<file path="src/rtl/dp_alu_pkg.sv">
package dp_alu_pkg;

    typedef enum logic [3:0] {
        OP_AND = 4'd0,  OP_EOR = 4'd1,  OP_SUB = 4'd2,  OP_RSB = 4'd3,
        OP_ADD = 4'd4,  OP_ADC = 4'd5,  OP_SBC = 4'd6,  OP_RSC = 4'd7,
        OP_TST = 4'd8,  OP_TEQ = 4'd9,  OP_CMP = 4'd10, OP_CMN = 4'd11,
        OP_ORR = 4'd12, OP_MOV = 4'd13, OP_BIC = 4'd14, OP_MVN = 4'd15
    } alu_op_e;

    typedef enum logic [1:0] {
        CLS_LOGIC = 2'd0,
        CLS_ADD   = 2'd1,
        CLS_SUB   = 2'd2
    } op_class_e;

    typedef enum logic [1:0] {
        CIN_ZERO = 2'd0,
        CIN_ONE  = 2'd1,
        CIN_FLAG = 2'd2
    } cin_sel_e;

    typedef enum logic [2:0] {
        LF_AND  = 3'd0,
        LF_EOR  = 3'd1,
        LF_ORR  = 3'd2,
        LF_PASS = 3'd3,
        LF_BIC  = 3'd4,
        LF_NOT  = 3'd5
    } logic_fn_e;

    typedef struct packed {
        logic n;
        logic z;
        logic c;
        logic v;
    } nzcv_t;

    typedef struct packed {
        op_class_e cls;
        logic      swap;
        logic      inv_b;
        cin_sel_e  cin_sel;
        logic_fn_e lfn;
        logic      writes_dest;
        logic      forces_flags;
    } alu_ctl_t;

    localparam logic [4:0] MODE_USR = 5'b10000;
    localparam logic [4:0] MODE_SYS = 5'b11111;

    function automatic logic mode_owns_saved(input logic [4:0] m);
        return !((m == MODE_USR) || (m == MODE_SYS));
    endfunction

    // Independent classifier used by the checks in the top module.
    function automatic logic code_is_logical(input logic [3:0] c);
        return (c == 4'd0) || (c == 4'd1) || (c == 4'd8) || (c == 4'd9) ||
               (c >= 4'd12);
    endfunction

endpackage

</file>
<file path="src/rtl/dp_alu_decode.sv">
module dp_alu_decode
    import dp_alu_pkg::*;
(
    input  logic [3:0] opcode_i,
    output alu_ctl_t   ctl_o
);
    alu_op_e op;
    assign op = alu_op_e'(opcode_i);

    always_comb begin
        ctl_o = '{cls: CLS_LOGIC, swap: 1'b0, inv_b: 1'b0, cin_sel: CIN_ZERO,
                  lfn: LF_AND, writes_dest: 1'b1, forces_flags: 1'b0};
        case (op)
            OP_AND: ctl_o.lfn = LF_AND;
            OP_EOR: ctl_o.lfn = LF_EOR;
            OP_ORR: ctl_o.lfn = LF_ORR;
            OP_MOV: ctl_o.lfn = LF_PASS;
            OP_BIC: ctl_o.lfn = LF_BIC;
            OP_MVN: ctl_o.lfn = LF_NOT;
            OP_TST: begin
                ctl_o.lfn          = LF_AND;
                ctl_o.writes_dest  = 1'b0;
                ctl_o.forces_flags = 1'b1;
            end
            OP_TEQ: begin
                ctl_o.lfn          = LF_EOR;
                ctl_o.writes_dest  = 1'b0;
                ctl_o.forces_flags = 1'b1;
            end
            OP_ADD: ctl_o.cls = CLS_ADD;
            OP_ADC: begin
                ctl_o.cls     = CLS_ADD;
                ctl_o.cin_sel = CIN_FLAG;
            end
            OP_CMN: begin
                ctl_o.cls          = CLS_ADD;
                ctl_o.writes_dest  = 1'b0;
                ctl_o.forces_flags = 1'b1;
            end
            OP_SUB: begin
                ctl_o.cls     = CLS_SUB;
                ctl_o.inv_b   = 1'b1;
                ctl_o.cin_sel = CIN_ONE;
            end
            OP_RSB: begin
                ctl_o.cls     = CLS_SUB;
                ctl_o.swap    = 1'b1;
                ctl_o.inv_b   = 1'b1;
                ctl_o.cin_sel = CIN_ONE;
            end
            OP_SBC: begin
                ctl_o.cls     = CLS_SUB;
                ctl_o.inv_b   = 1'b1;
                ctl_o.cin_sel = CIN_FLAG;
            end
            OP_RSC: begin
                ctl_o.cls     = CLS_SUB;
                ctl_o.swap    = 1'b1;
                ctl_o.inv_b   = 1'b1;
                ctl_o.cin_sel = CIN_FLAG;
            end
            OP_CMP: begin
                ctl_o.cls          = CLS_SUB;
                ctl_o.inv_b        = 1'b1;
                ctl_o.cin_sel      = CIN_ONE;
                ctl_o.writes_dest  = 1'b0;
                ctl_o.forces_flags = 1'b1;
            end
            default: ctl_o.lfn = LF_AND;
        endcase
    end
endmodule

</file>
<file path="src/rtl/dp_alu_addsub.sv">
module dp_alu_addsub
    import dp_alu_pkg::*;
#(
    parameter int DATA_W = 32
)(
    input  logic [DATA_W-1:0] a_i,
    input  logic [DATA_W-1:0] b_i,
    input  logic              swap_i,
    input  logic              inv_i,
    input  cin_sel_e          cin_sel_i,
    input  logic              c_flag_i,
    output logic [DATA_W-1:0] sum_o,
    output logic              cout_o,
    output logic              ovf_o
);
    localparam int MSB = DATA_W - 1;

    logic [DATA_W-1:0] x, y_raw, y;
    logic              cin;
    logic [DATA_W:0]   wide;

    always_comb begin
        x     = swap_i ? b_i : a_i;
        y_raw = swap_i ? a_i : b_i;
        y     = inv_i ? ~y_raw : y_raw;
        case (cin_sel_i)
            CIN_ONE:  cin = 1'b1;
            CIN_FLAG: cin = c_flag_i;
            default:  cin = 1'b0;
        endcase
        wide   = {1'b0, x} + {1'b0, y} + {{DATA_W{1'b0}}, cin};
        sum_o  = wide[MSB:0];
        cout_o = wide[DATA_W];
        ovf_o  = (x[MSB] == y[MSB]) && (sum_o[MSB] != x[MSB]);
    end
endmodule

</file>
<file path="src/rtl/dp_alu_logic.sv">
module dp_alu_logic
    import dp_alu_pkg::*;
#(
    parameter int DATA_W = 32
)(
    input  logic [DATA_W-1:0] a_i,
    input  logic [DATA_W-1:0] b_i,
    input  logic_fn_e         fn_i,
    output logic [DATA_W-1:0] res_o
);
    always_comb begin
        case (fn_i)
            LF_AND:  res_o = a_i & b_i;
            LF_EOR:  res_o = a_i ^ b_i;
            LF_ORR:  res_o = a_i | b_i;
            LF_PASS: res_o = b_i;
            LF_BIC:  res_o = a_i & ~b_i;
            LF_NOT:  res_o = ~b_i;
            default: res_o = '0;
        endcase
    end
endmodule

</file>
<file path="src/rtl/dp_alu_flags.sv">
module dp_alu_flags
    import dp_alu_pkg::*;
#(
    parameter int DATA_W = 32
)(
    input  logic              update_i,
    input  op_class_e         cls_i,
    input  logic [DATA_W-1:0] res_i,
    input  logic              cout_i,
    input  logic              ovf_i,
    input  logic              sh_carry_i,
    input  nzcv_t             flags_i,
    output nzcv_t             flags_o
);
    always_comb begin
        if (!update_i) begin
            flags_o = flags_i;
        end else begin
            flags_o.n = res_i[DATA_W-1];
            flags_o.z = ~|res_i;
            if (cls_i == CLS_LOGIC) begin
                flags_o.c = sh_carry_i;
                flags_o.v = flags_i.v;
            end else begin
                flags_o.c = cout_i;
                flags_o.v = ovf_i;
            end
        end
    end
endmodule

</file>
<file path="src/rtl/dp_alu_core.sv">
module dp_alu_core
    import dp_alu_pkg::*;
#(
    parameter int DATA_W = 32
)(
    input  logic              clk,
    input  logic              rst,
    input  logic [DATA_W-1:0] op_a_i,
    input  logic [DATA_W-1:0] op_b_i,
    input  logic              sh_carry_i,
    input  logic [3:0]        opcode_i,
    input  logic              set_flags_i,
    input  logic              dest_pc_i,
    input  logic [4:0]        mode_i,
    input  logic [3:0]        flags_i,
    output logic [DATA_W-1:0] result_o,
    output logic [3:0]        flags_o,
    output logic              wr_dest_o,
    output logic              restore_o
);
    alu_ctl_t          ctl;
    logic [DATA_W-1:0] arith_res, logic_res, res_d;
    logic              arith_cout, arith_ovf;
    logic              set_eff, restore_d, update_d;
    nzcv_t             flags_cur, flags_d;

    logic [DATA_W-1:0] result_q;
    nzcv_t             flags_q;
    logic              wr_q, restore_q, live_q;

    assign flags_cur = nzcv_t'(flags_i);

    dp_alu_decode u_decode (
        .opcode_i (opcode_i),
        .ctl_o    (ctl)
    );

    dp_alu_addsub #(.DATA_W(DATA_W)) u_addsub (
        .a_i       (op_a_i),
        .b_i       (op_b_i),
        .swap_i    (ctl.swap),
        .inv_i     (ctl.inv_b),
        .cin_sel_i (ctl.cin_sel),
        .c_flag_i  (flags_cur.c),
        .sum_o     (arith_res),
        .cout_o    (arith_cout),
        .ovf_o     (arith_ovf)
    );

    dp_alu_logic #(.DATA_W(DATA_W)) u_logic (
        .a_i   (op_a_i),
        .b_i   (op_b_i),
        .fn_i  (ctl.lfn),
        .res_o (logic_res)
    );

    assign res_d     = (ctl.cls == CLS_LOGIC) ? logic_res : arith_res;
    assign set_eff   = set_flags_i | ctl.forces_flags;
    assign restore_d = set_eff & dest_pc_i & mode_owns_saved(mode_i);
    assign update_d  = set_eff & ~restore_d;

    dp_alu_flags #(.DATA_W(DATA_W)) u_flags (
        .update_i   (update_d),
        .cls_i      (ctl.cls),
        .res_i      (res_d),
        .cout_i     (arith_cout),
        .ovf_i      (arith_ovf),
        .sh_carry_i (sh_carry_i),
        .flags_i    (flags_cur),
        .flags_o    (flags_d)
    );

    always_ff @(posedge clk) begin
        if (rst) begin
            result_q  <= '0;
            flags_q   <= '0;
            wr_q      <= 1'b0;
            restore_q <= 1'b0;
            live_q    <= 1'b0;
        end else begin
            result_q  <= res_d;
            flags_q   <= flags_d;
            wr_q      <= ctl.writes_dest;
            restore_q <= restore_d;
            live_q    <= 1'b1;
        end
    end

    assign result_o  = result_q;
    assign flags_o   = flags_q;
    assign wr_dest_o = wr_q;
    assign restore_o = restore_q;

    // compare and test codes never write the destination
    p_cmp_no_write_r6: assert property (@(posedge clk) disable iff (rst)
        (live_q && ($past(opcode_i) >= 4'd8) && ($past(opcode_i) <= 4'd11)) |-> !wr_dest_o);

    // flags pass through when no update was requested
    p_flags_hold_r7: assert property (@(posedge clk) disable iff (rst)
        (live_q && !$past(set_flags_i) && wr_dest_o) |-> (flags_o == $past(flags_i)));

    // a restore request leaves the flags untouched
    p_restore_hold_r8: assert property (@(posedge clk) disable iff (rst)
        (live_q && restore_o) |-> (flags_o == $past(flags_i)));

    // restore only in a mode that owns a saved status register
    p_restore_mode_r9: assert property (@(posedge clk) disable iff (rst)
        (live_q && restore_o) |-> (($past(mode_i) != MODE_USR) && ($past(mode_i) != MODE_SYS)));

    // Z tracks a zero result whenever flags were requested
    p_zero_flag_r5: assert property (@(posedge clk) disable iff (rst)
        (live_q && !restore_o && $past(set_flags_i)) |-> (flags_o[2] == (result_o == '0)));

    // logical operations keep V
    p_logic_keeps_v_r4: assert property (@(posedge clk) disable iff (rst)
        (live_q && code_is_logical($past(opcode_i))) |-> (flags_o[0] == $past(flags_i[0])));

    // outputs are quiet in the cycle after a reset cycle
    p_reset_clear_r10: assert property (@(posedge clk)
        (!rst && $past(rst)) |-> (result_o == '0 && flags_o == 4'h0 && !wr_dest_o && !restore_o));
endmodule

</file>
<file path="config.mk">
export PLATFORM = sky130hd
export DESIGN_NAME = dp_alu_core
export DESIGN_NICKNAME = d
export VERILOG_FILES = /design/src/rtl/dp_alu_pkg.sv /design/src/rtl/dp_alu_decode.sv /design/src/rtl/dp_alu_addsub.sv /design/src/rtl/dp_alu_logic.sv /design/src/rtl/dp_alu_flags.sv /design/src/rtl/dp_alu_core.sv
export SDC_FILE = /design/constraint.sdc
export NUM_CORES = 1
export LEC_CHECK = 0
export BUFFER_PORTS_ARGS = -buffer_cell sky130_fd_sc_hd__buf_2
export CAP_MARGIN = 20
export CORE_ASPECT_RATIO = 0.75
export CORE_UTILIZATION = 40
export CTS_CLUSTER_SIZE = 25
export DETAILED_ROUTE_END_ITERATION = 8
export PLACE_DENSITY = 0.62
export SKIP_LAST_GASP = 1
export SYNTH_ARGS = -nofsm -noshare
export SYNTH_HDL_FRONTEND = slang
export SYNTH_SLANG_ARGS = --single-unit
</file>
<file path="constraint.sdc">
create_clock -name clk -period 6.9 [get_ports clk]
set_input_delay 1.035 -clock clk [delete_from_list [all_inputs] [get_ports clk]]
set_output_delay 1.035 -clock clk [all_outputs]
set_load 0.005 [all_outputs]
</file>
==> results of run 1 <==
-- power breakdown --
group / internal (mW) / leakage, nW / total [mW] / switching, mW
Clock: 0.143 / 0.0739 / 0.232 / 0.0890
Combinational: 0.322 / 3.15 / 0.845 / 0.523
Sequential: 0.254 / 0.316 / 0.260 / 0.00689
Total: 0.718 / 3.54 / 1.34 / 0.619
-- cells by family (layout without fill, tap and decap cells) --
logic type,Yosys count,after routing,synth area share (%)
xor+xnor,60,60,7.58
simple gates,327,327,22.8
flops,38,38,11.0
compound gates,373,373,34.6
fa+ha+maj,67,67,12.3
other cells,0,1,0
mux,11,11,1.66
buf+inv,151,225,10.1
-- worst max-delay path: cells and delay by family --
family,cells,cell delay [ns]
and+or+nand+nor,4,1.04
AOI/OAI and AO/OA,6,1.86
xor gates and xnor gates,2,0.40
buffers and inverters,3,1.10
adders and majority gates,1,0.43
-- metal layers --
metal  up-vias  routed length [µm]
met5         -                   0
met1      3667               11400
met2       435               10500
met3        49                2940
met4         0                 808
li1       3868                   -
-- synth_stat cells, drive strengths merged, types with 4 or more instances --
cell type / instances / area [µm²]
o21ai: 105 / 529
a21oi: 101 / 505
nand2: 96 / 363
nor2: 87 / 327
inv: 77 / 289
ha: 65 / 813
dfxtp: 38 / 761
clkbuf: 37 / 169
buf: 35 / 225
xor2: 34 / 298
nor3: 32 / 160
nand3: 27 / 135
xnor2: 26 / 228
a211oi: 22 / 170
nor2b: 17 / 106
a21o: 16 / 124
o22ai: 13 / 81.3
o211ai: 12 / 90.1
o21a: 11 / 82.6
nand2b: 10 / 62.6
a31oi: 8 / 50.1
nand4: 8 / 50.1
o221ai: 8 / 70.1
o32ai: 8 / 70.1
a2111oi: 7 / 80.1
mux2i: 7 / 70.1
o21bai: 7 / 52.6
o31ai: 7 / 52.6
or3: 7 / 43.8
a211o: 6 / 52.6
a22oi: 6 / 45.0
nand3b: 6 / 45.0
nor4: 5 / 31.3
a221o: 4 / 40.0
and4: 4 / 37.5
mux2: 4 / 45.0
nor3b: 4 / 30.0
o31a: 4 / 35.0
or4: 4 / 30.0
-- worst max path at each step --
stage	to	slack, ns	startpoint	cells after the start
after floorplan	flags_o[2]	1.09	opcode_i[0]	23
after global placement	flags_o[2]	1.12	opcode_i[1]	18
after detailed placement	flags_o[2]	1.09	opcode_i[1]	16
after CTS	flags_o[2]	1.35	opcode_i[1]	16
after global routing	flags_o[2]	0.94	opcode_i[0]	16
final	flags_o[2]	1.23	opcode_i[0]	16
-- sequential cells by signal, summed over array words and instances (netlist names) --
register	flops
result_o	32
flags_o	4
restore_o	1
wr_dest_o	1
-- stage by stage --
stage | total power [mW] | hold WS (ns) | setup WS, ns | area (µm²) | std cells
final | 1.34 | 0.976 | 1.23 | 7730 | 1317
after global routing | 1.43 | 0.985 | 0.942 | 7730 | 1316
after CTS | 1.32 | 0.970 | 1.35 | 7730 | 1316
after detailed placement | 1.08 | 1.28 | 1.09 | 7580 | 1308
after global placement | 1.08 | 1.28 | 1.12 | 7580 | 1308
after floorplan | 0.859 | 1.16 | 1.09 | 6940 | 1027
-- cell type report --
| cell class | instances | share of cell area [%] |
|---|---|---|
| diodes | 1 | 0.0324 |
| clock buffers | 7 | 1.85 |
| clock inverters | 1 | 0.0648 |
| inverters | 77 | 3.74 |
| multi-input cells | 838 | 71.2 |
| flip-flops and latches | 38 | 9.84 |
| well taps | 215 | 3.48 |
| repair buffers | 140 | 9.75 |
==> impl_metrics.toml, run 1 <==
[synth]
synth-seq-area-share_pct = 11.0
postSynthAreaPerCell_um2 = 6.75
synth_warn = 0
synthesis.nets = 1176
netlist-cell-type-count = 84
dominantRegCellSynth = "sky130_fd_sc_hd__dfxtp_1"
netlist_area_um2 = 6940
postSynth.asyncResetShare_pct = 0
gate_count_post_synth = 1027
yosys_register_bits = 38
synth-edff-count = 0

[critical_path]
cp_max_fo = 31
critical_path_required_ns = 7.14
cp_slowest_cell = "sky130_fd_sc_hd__buf_2"
critical_path_class = "input port to flip-flop"
crit_arrival_ns = 5.91
type_of_destination_of_the_critical_path = "flip-flop"
cp-start-kind = "input port"
worstPathCellList = "buf_2, nor2_1, o21ai_4, buf_4, buf_4, xor2_1, ha_1, o21ai_0, o211ai_1, a21oi_1, nand2_1, a221o_1, xnor2_1, o2111ai_1, or4b_1, nand2_1"
critPathMaxStageDelay_ns = 0.51

[global_routing]
grt_overflow = 0
gr-usage-all-layers_pct = 28.9
grtUsageMet2_pct = 43.3
gr-max-usage-layer = "met2"
first_pass_grt_wire_length_mm = 39.9
globalRouteMet1Util_pct = 40.1
vias_in_the_first_global_route = 7198
grt_max_degree = 65
grt_util_met3_pct = 7.11
number_of_antenna_violations_at_the_first_check_in_global_routing = 1

[power]
vdd_ir_drop_max_mv = 0.0858
total_power_divided_by_cell_area_nw_per_um2 = 173
cellLeakagePower_nw = 3.54

[final_layout]
postLayoutCoreUtil_pct = 45.8
drive_above_1_share_pct = 15.7
area.sequential_um2 = 761
final_cell_mix = "119 x sky130_fd_sc_hd__buf_2, 101 x sky130_fd_sc_hd__a21oi_1, 101 x sky130_fd_sc_hd__o21ai_0"
fin_nets = 1249
multi_input_area_um2 = 5510
area.growth.synth_to_final_pct = 11.4
layout_commonest_cell = "sky130_fd_sc_hd__buf_2"
fillCellCount = 1761

[sta]
timing.final.max_slew_violations = 0
layout_worst_path_cycle_share_pct = 82.2
setup_violations = 0
rsz_0062_raised_after_global_routing = "false"
tightest_slew_ns = 1.19
slew-limit-headroom_pct = 20.7
final_hold_viol_count = 0
timing.final.crit_period_ns = 5.67
achievable-frequency_mhz = 176
fin_setup_tns_ns = 0

[clocking]
clock_tree_from_tritoncts = "built"
cts_num_sinks = 38
cts_clk_pin_slew_worst_paths_ns = 0.06
cts-root-to-sink-buffers = 2
cts_made_buffers = 5
postCtsSetupRepairBufs = 0
cts_max_level = 2
clockRootBuffer = "sky130_fd_sc_hd__clkbuf_16"
cts_resized = 0
postCtsHoldBufs = 0

[hold_path]
holdCritStartpoint = "dest_pc_i"
whs_path_depth = 3
worst_hold_path.endpoint = "restore_o"
hold_class = "input port to flip-flop"

[floorplanning]
die_area_um2 = 17900
io_pins = 120
dieWidth_um = 154
core_area_um2 = 16900
initial_utilization_pct = 41.1
std_cell_rows = 41
die_height_um = 116

[drt]
number_of_drc_violations_after_detailed_routing_iteration_0 = 847
drt_pass1_iterations = 5
wirelength_mm = 25.7
wire_per_inst_um = 19.5
postRouteAntennaNets = 0
vias_per_cell = 6.09
detail_route.drc_violations = 0
detailroute.via_count = 8019

[flow_run]
drv_cap = 0

[placement]
gp_congestion = 0.984
port_buf_inserts = 119
hpwlAfterDp_mm = 19.9

[outcome]
run_status = "completed"
(Power assumes the default switching activity.)
==> run 2: changes to the inputs <==
Settings changed: ABC_AREA from default to 1, PLACE_DENSITY 0.62 to 0.64.
Clock period 6.9 ns to 5.1 ns, I/O delays scaled along.
==> run 2 against run 1 <==
Compared with the run above:
- count of clock-buffer cells in the layout is 1 lower
- cell count is 19% higher
- sequential cell count stayed put
- die area is 0.41% higher
- critical path depth is 9 higher
- utilization is 0.79 points higher
==> impl_metrics.toml, run 2 <==
[synth]
top_count_cell_post_synth = "sky130_fd_sc_hd__nand2_1"
synth_warn = 0
postSynthAreaPerCell_um2 = 5.54
postSynth.asyncResetShare_pct = 0
synthesis.nets = 1406
post_synthesis_cell_type_with_the_largest_combined_area = "sky130_fd_sc_hd__nand2_1"
yosys_register_bits = 38
ys_top_cells_by_area = "sky130_fd_sc_hd__nand2_1 21%, sky130_fd_sc_hd__ha_1 12%, sky130_fd_sc_hd__dfxtp_1 11%"
synth.top_cell.area_share_pct = 21.3
synth-seq-area-share_pct = 10.9
netlist-cell-type-count = 45
synth_common_cells = "395 x sky130_fd_sc_hd__nand2_1, 171 x sky130_fd_sc_hd__inv_1, 108 x sky130_fd_sc_hd__nand3_1"
dominantRegCellSynth = "sky130_fd_sc_hd__dfxtp_1"
gate_count_post_synth = 1257
netlist_area_um2 = 6970
synth-edff-count = 0

[drt]
detailroute.via_count = 8569
wirelength_mm = 26.0
number_of_drc_violations_after_detailed_routing_iteration_0 = 959
postRouteAntennaNets = 0
drt_pass1_iterations = 6
vias_per_cell = 5.49
detail_route.drc_violations = 0
wire_per_inst_um = 16.7

[placement]
dp_cells = 1553
gp_congestion = 0.996
hpwlAfterDp_mm = 20.1
port_buf_inserts = 119

[floorplanning]
std_cell_rows = 41
core_area_um2 = 16900
die_height_um = 116
die_area_um2 = 18000
dieWidth_um = 154
io_pins = 120
initial_utilization_pct = 41.1

[critical_path]
critical_path_required_ns = 5.33
cp_slowest_cell = "sky130_fd_sc_hd__fa_1"
crit_path_end = "flags_o[2]"
critical_path_class = "input port to flip-flop"
cp_max_fo = 7
cp-start-kind = "input port"
critical_path_buf_inv_count = 5
crit_arrival_ns = 4.67
critPathMaxStageDelay_ns = 0.45
type_of_destination_of_the_critical_path = "flip-flop"
worstSetupStartpoint = "opcode_i[1]"
cp_top_family = "simple AND/OR/NAND/NOR gates"
number_of_logic_stages_on_the_critical_path_including_buffering = 25

[clocking]
cts_max_level = 2
cts_made_buffers = 5
cts_num_sinks = 38
clock_tree_from_tritoncts = "built"
cts_clk_pin_slew_worst_paths_ns = 0.06
clockRootBuffer = "sky130_fd_sc_hd__clkbuf_16"
cts_resized = 0
postCtsSetupRepairBufs = 0
postCtsHoldBufs = 0
cts-root-to-sink-buffers = 2

[power]
intPower_mw = 1.02
clockPowerShare_pct = 22.8
seqPwrFrac_pct = 18.1
vdd_ir_drop_max_mv = 0.161
total_power_divided_by_cell_area_nw_per_um2 = 246
net-switching-power_uw = 918
sw_frac_of_total_pct = 47.3
p_comb_share_pct = 59.2
cellLeakagePower_nw = 4.52

[final_layout]
final_cells = 1562
fillCellCount = 1840
area.growth.synth_to_final_pct = 13.2
largest_register_ffs = 32
drive_above_1_share_pct = 12.0
layout_commonest_cell = "sky130_fd_sc_hd__nand2_1"
final_cell_mix = "394 x sky130_fd_sc_hd__nand2_1, 171 x sky130_fd_sc_hd__inv_1, 119 x sky130_fd_sc_hd__buf_2"
fin_nets = 1495
insertedDiodeCount = 0

[sta]
setup_violations = 0
fin_setup_tns_ns = 0
rsz_0062_raised_after_global_routing = "false"
slew-limit-headroom_pct = 38.3
timing.final.max_slew_violations = 0
hold-worst-slack_ns = 0.720
achievable-frequency_mhz = 225
final_hold_viol_count = 0
layout_worst_path_cycle_share_pct = 87.2
tightest_slew_ns = 0.925
timing.final.crit_period_ns = 4.45

[hold_path]
holdCritStartpoint = "dest_pc_i"
whs_path_depth = 3
hold_class = "input port to flip-flop"

[global_routing]
gr-usage-all-layers_pct = 29.2
grt_overflow = 0
first_pass_grt_wire_length_mm = 40.5
grt_max_degree = 54
number_of_antenna_violations_at_the_first_check_in_global_routing = 0
vias_in_the_first_global_route = 7599

[outcome]
run_status = "completed"

[flow_run]
drv_cap = 0
[run 2: routing by layer]
metal	vias up	wire length [µm]	share of wire [%]	GRT usage, %
met4	0	384	1.5	7.33
met5	-	0	0	0
li1	4240	-	-	-
met1	3836	12800	49	43.9
met2	461	10200	39	42.9
met3	32	2690	10	4.38
[run 2: worst min path at each step]
stage	end	slack (ns)
floorplan	wr_dest_o	0.86
global placement	restore_o	1.03
detailed placement	flags_o[2]	1.04
CTS	flags_o[2]	0.71
global route	restore_o	0.74
finish	restore_o	0.72
[run 2: power by group through the flow]
stage	clock (mW)	sequential [mW]	combinational (mW)
global placement	0	0.357	1.11
detailed placement	0	0.357	1.11
global route	0.453	0.354	1.28
CTS	0.448	0.351	1.12
floorplan	0	0.365	0.764
finish	0.442	0.351	1.15
[run 2: kinds of logic (layout without fill, tap and decap cells)]
| logic type | count (synthesis) | in the layout | synth area share (%) |
|---|---|---|---|
| DFF | 38 | 38 | 10.9 |
| adders and majority gates | 67 | 67 | 12.3 |
| buffers and inverters | 223 | 313 | 13.3 |
| AOI/OAI and AO/OA | 220 | 220 | 17.2 |
| xor gates and xnor gates | 53 | 53 | 6.66 |
| and+or+nand+nor | 656 | 656 | 39.6 |
[run 2: cell type report]
| cell class | instances | area, µm² | share of cell area [%] |
|---|---|---|---|
| clock inverters | 2 | 60.1 | 0.762 |
| repair buffers | 128 | 696 | 8.82 |
| multi-input cells | 996 | 5300 | 67.1 |
| inverters | 177 | 667 | 8.46 |
| clock buffers | 6 | 139 | 1.76 |
| well taps | 215 | 269 | 3.41 |
| flip-flops and latches | 38 | 761 | 9.65 |
[run 2: per-stage QoR]
step / worst slack, ns / total power [mW] / cell area [µm²] / util (%)
after floorplan: 1.11 / 1.13 / 6970 / -
final: 0.653 / 1.94 / 7890 / 46.6
after CTS: 0.666 / 1.92 / 7870 / 46.5
after detailed placement: 0.377 / 1.47 / 7670 / 45.3
after global routing: 0.249 / 2.09 / 7890 / 46.6
after global placement: 0.395 / 1.47 / 7670 / 45.3
==> run 3: changes to the inputs <==
Settings changed: ABC_AREA 1 to default, CORE_ASPECT_RATIO 0.75 to 0.5, PLACE_DENSITY 0.64 to 0.65.
==> run 3 against run 2 <==
Compared with the run above:
- worst setup slack worse by 0.34 ns
- utilization up 2.3 points
- hold slack better by 0.0013 ns
- sequential cell count unchanged
- critical path depth down 5
- critical endpoint unchanged
==> impl_metrics.toml, run 3 (synthesis results as in run 1) <==
[critical_path]
critical_path_class = "input port to flip-flop"
critPathMaxStageDelay_ns = 0.49
type_of_destination_of_the_critical_path = "flip-flop"
worstPathCellList = "buf_2, inv_1, nand3_4, nor2_1, a21oi_2, xnor2_1, fa_2, inv_1, fa_2, a21o_1, a221oi_4, o31a_1, xnor2_1, o21ai_0, o21ai_0, nor4_1, buf_4, nand4_1, or4b_1, nand2_1"
cp_slowest_cell = "sky130_fd_sc_hd__or4b_1"
cp_max_fo = 14
critical_path_required_ns = 5.33
cp-start-kind = "input port"
crit_arrival_ns = 5.02
critical_path_buf_inv_count = 4
cp_top_family = "compound AO/OA/AOI/OAI gates"

[clocking]
cts_resized = 0
postCtsHoldBufs = 0
cts_made_buffers = 5
clockRootBuffer = "sky130_fd_sc_hd__clkbuf_16"
cts_num_sinks = 38
clock_tree_from_tritoncts = "built"
cts_clk_pin_slew_worst_paths_ns = 0.05
cts_max_level = 2
postCtsSetupRepairBufs = 0
cts-root-to-sink-buffers = 2

[sta]
fin_setup_tns_ns = 0
hold-worst-slack_ns = 0.722
tightest_slew_ns = 1.11
final_hold_viol_count = 0
setup_violations = 0
worst_slack_ns = 0.310
slew-limit-headroom_pct = 25.6
layout_worst_path_cycle_share_pct = 93.9
achievable-frequency_mhz = 209
timing.final.crit_period_ns = 4.79
rsz_0062_raised_after_global_routing = "false"
timing.final.max_slew_violations = 0

[final_layout]
fin_nets = 1288
drive_above_1_share_pct = 19.1
largest_register_ffs = 32
layout_commonest_cell = "sky130_fd_sc_hd__buf_2"
final_cells = 1367
area.growth.synth_to_final_pct = 17.6
insertedDiodeCount = 0
final_area_um2 = 8160
final_cell_mix = "119 x sky130_fd_sc_hd__buf_2, 101 x sky130_fd_sc_hd__o21ai_0, 100 x sky130_fd_sc_hd__a21oi_1"
postLayoutCoreUtil_pct = 48.9

[global_routing]
number_of_antenna_violations_at_the_first_check_in_global_routing = 1
first_pass_grt_wire_length_mm = 41.3
grt_overflow = 0
gr-usage-all-layers_pct = 30.0
grt_max_degree = 57
vias_in_the_first_global_route = 7198

[power]
total_power_divided_by_cell_area_nw_per_um2 = 249
sw_frac_of_total_pct = 44.2
cellLeakagePower_nw = 3.78
intPower_mw = 1.13
post-layout-total-power_mw = 2.03
seqPwrFrac_pct = 17.3
net-switching-power_uw = 898
p_comb_share_pct = 62.4
clockPowerShare_pct = 20.2
vdd_ir_drop_max_mv = 0.158

[drt]
vias_per_cell = 6.03
detailroute.via_count = 8242
drt_pass1_iterations = 5
detail_route.drc_violations = 0
wire_per_inst_um = 20.1
wirelength_mm = 27.5
postRouteAntennaNets = 0
number_of_drc_violations_after_detailed_routing_iteration_0 = 824

[floorplanning]
core_area_um2 = 16700
die_height_um = 95.1
initial_utilization_pct = 41.6
die_area_um2 = 17900
io_pins = 120
std_cell_rows = 33
dieWidth_um = 188

[hold_path]
hold_class = "input port to flip-flop"

[placement]
gp_congestion = 1.02
pre_cts_ws_ns = -0.0556
placed_cell_area_um2 = 7960
hpwlAfterDp_mm = 21.8
port_buf_inserts = 119
dp_cells = 1359

[flow_run]
drv_cap = 0

[outcome]
run_status = "completed"
run 3: final cells by class:
type,instances,area [µm²]
Multi-Input combinational cell,838,5540
Fill cell,1737,8520
Inverter,77,289
Timing Repair Buffer,179,1080
Clock inverter,2,60.1
Clock buffer,6,139
Sequential cell,38,761
Tap cell,227,284
run 3: power groups by stage:
stage	combinational, mW	clock [mW]	sequential (mW)
finish	1.27	0.411	0.352
global route	1.37	0.429	0.357
CTS	1.23	0.417	0.353
detailed placement	1.23	0	0.360
global placement	1.22	0	0.359
floorplan	0.807	0	0.368
run 3: path summary, 6_finish.rpt:
path,startpoint,end,depth (start not counted)
max,opcode_i[3],flags_o[2],20
min,dest_pc_i,restore_o,3
run 3: per-layer routing:
layer | vias up | global-route usage [%] | routed length, µm | share of wire [%]
li1 | 3962 | - | - | -
met1 | 3891 | 45.0 | 13600 | 49
met2 | 365 | 43.2 | 10800 | 39
met3 | 22 | 7.07 | 2920 | 11
met4 | 2 | 4.61 | 228 | 0.83
met5 | - | 0 | 13 | 0.047
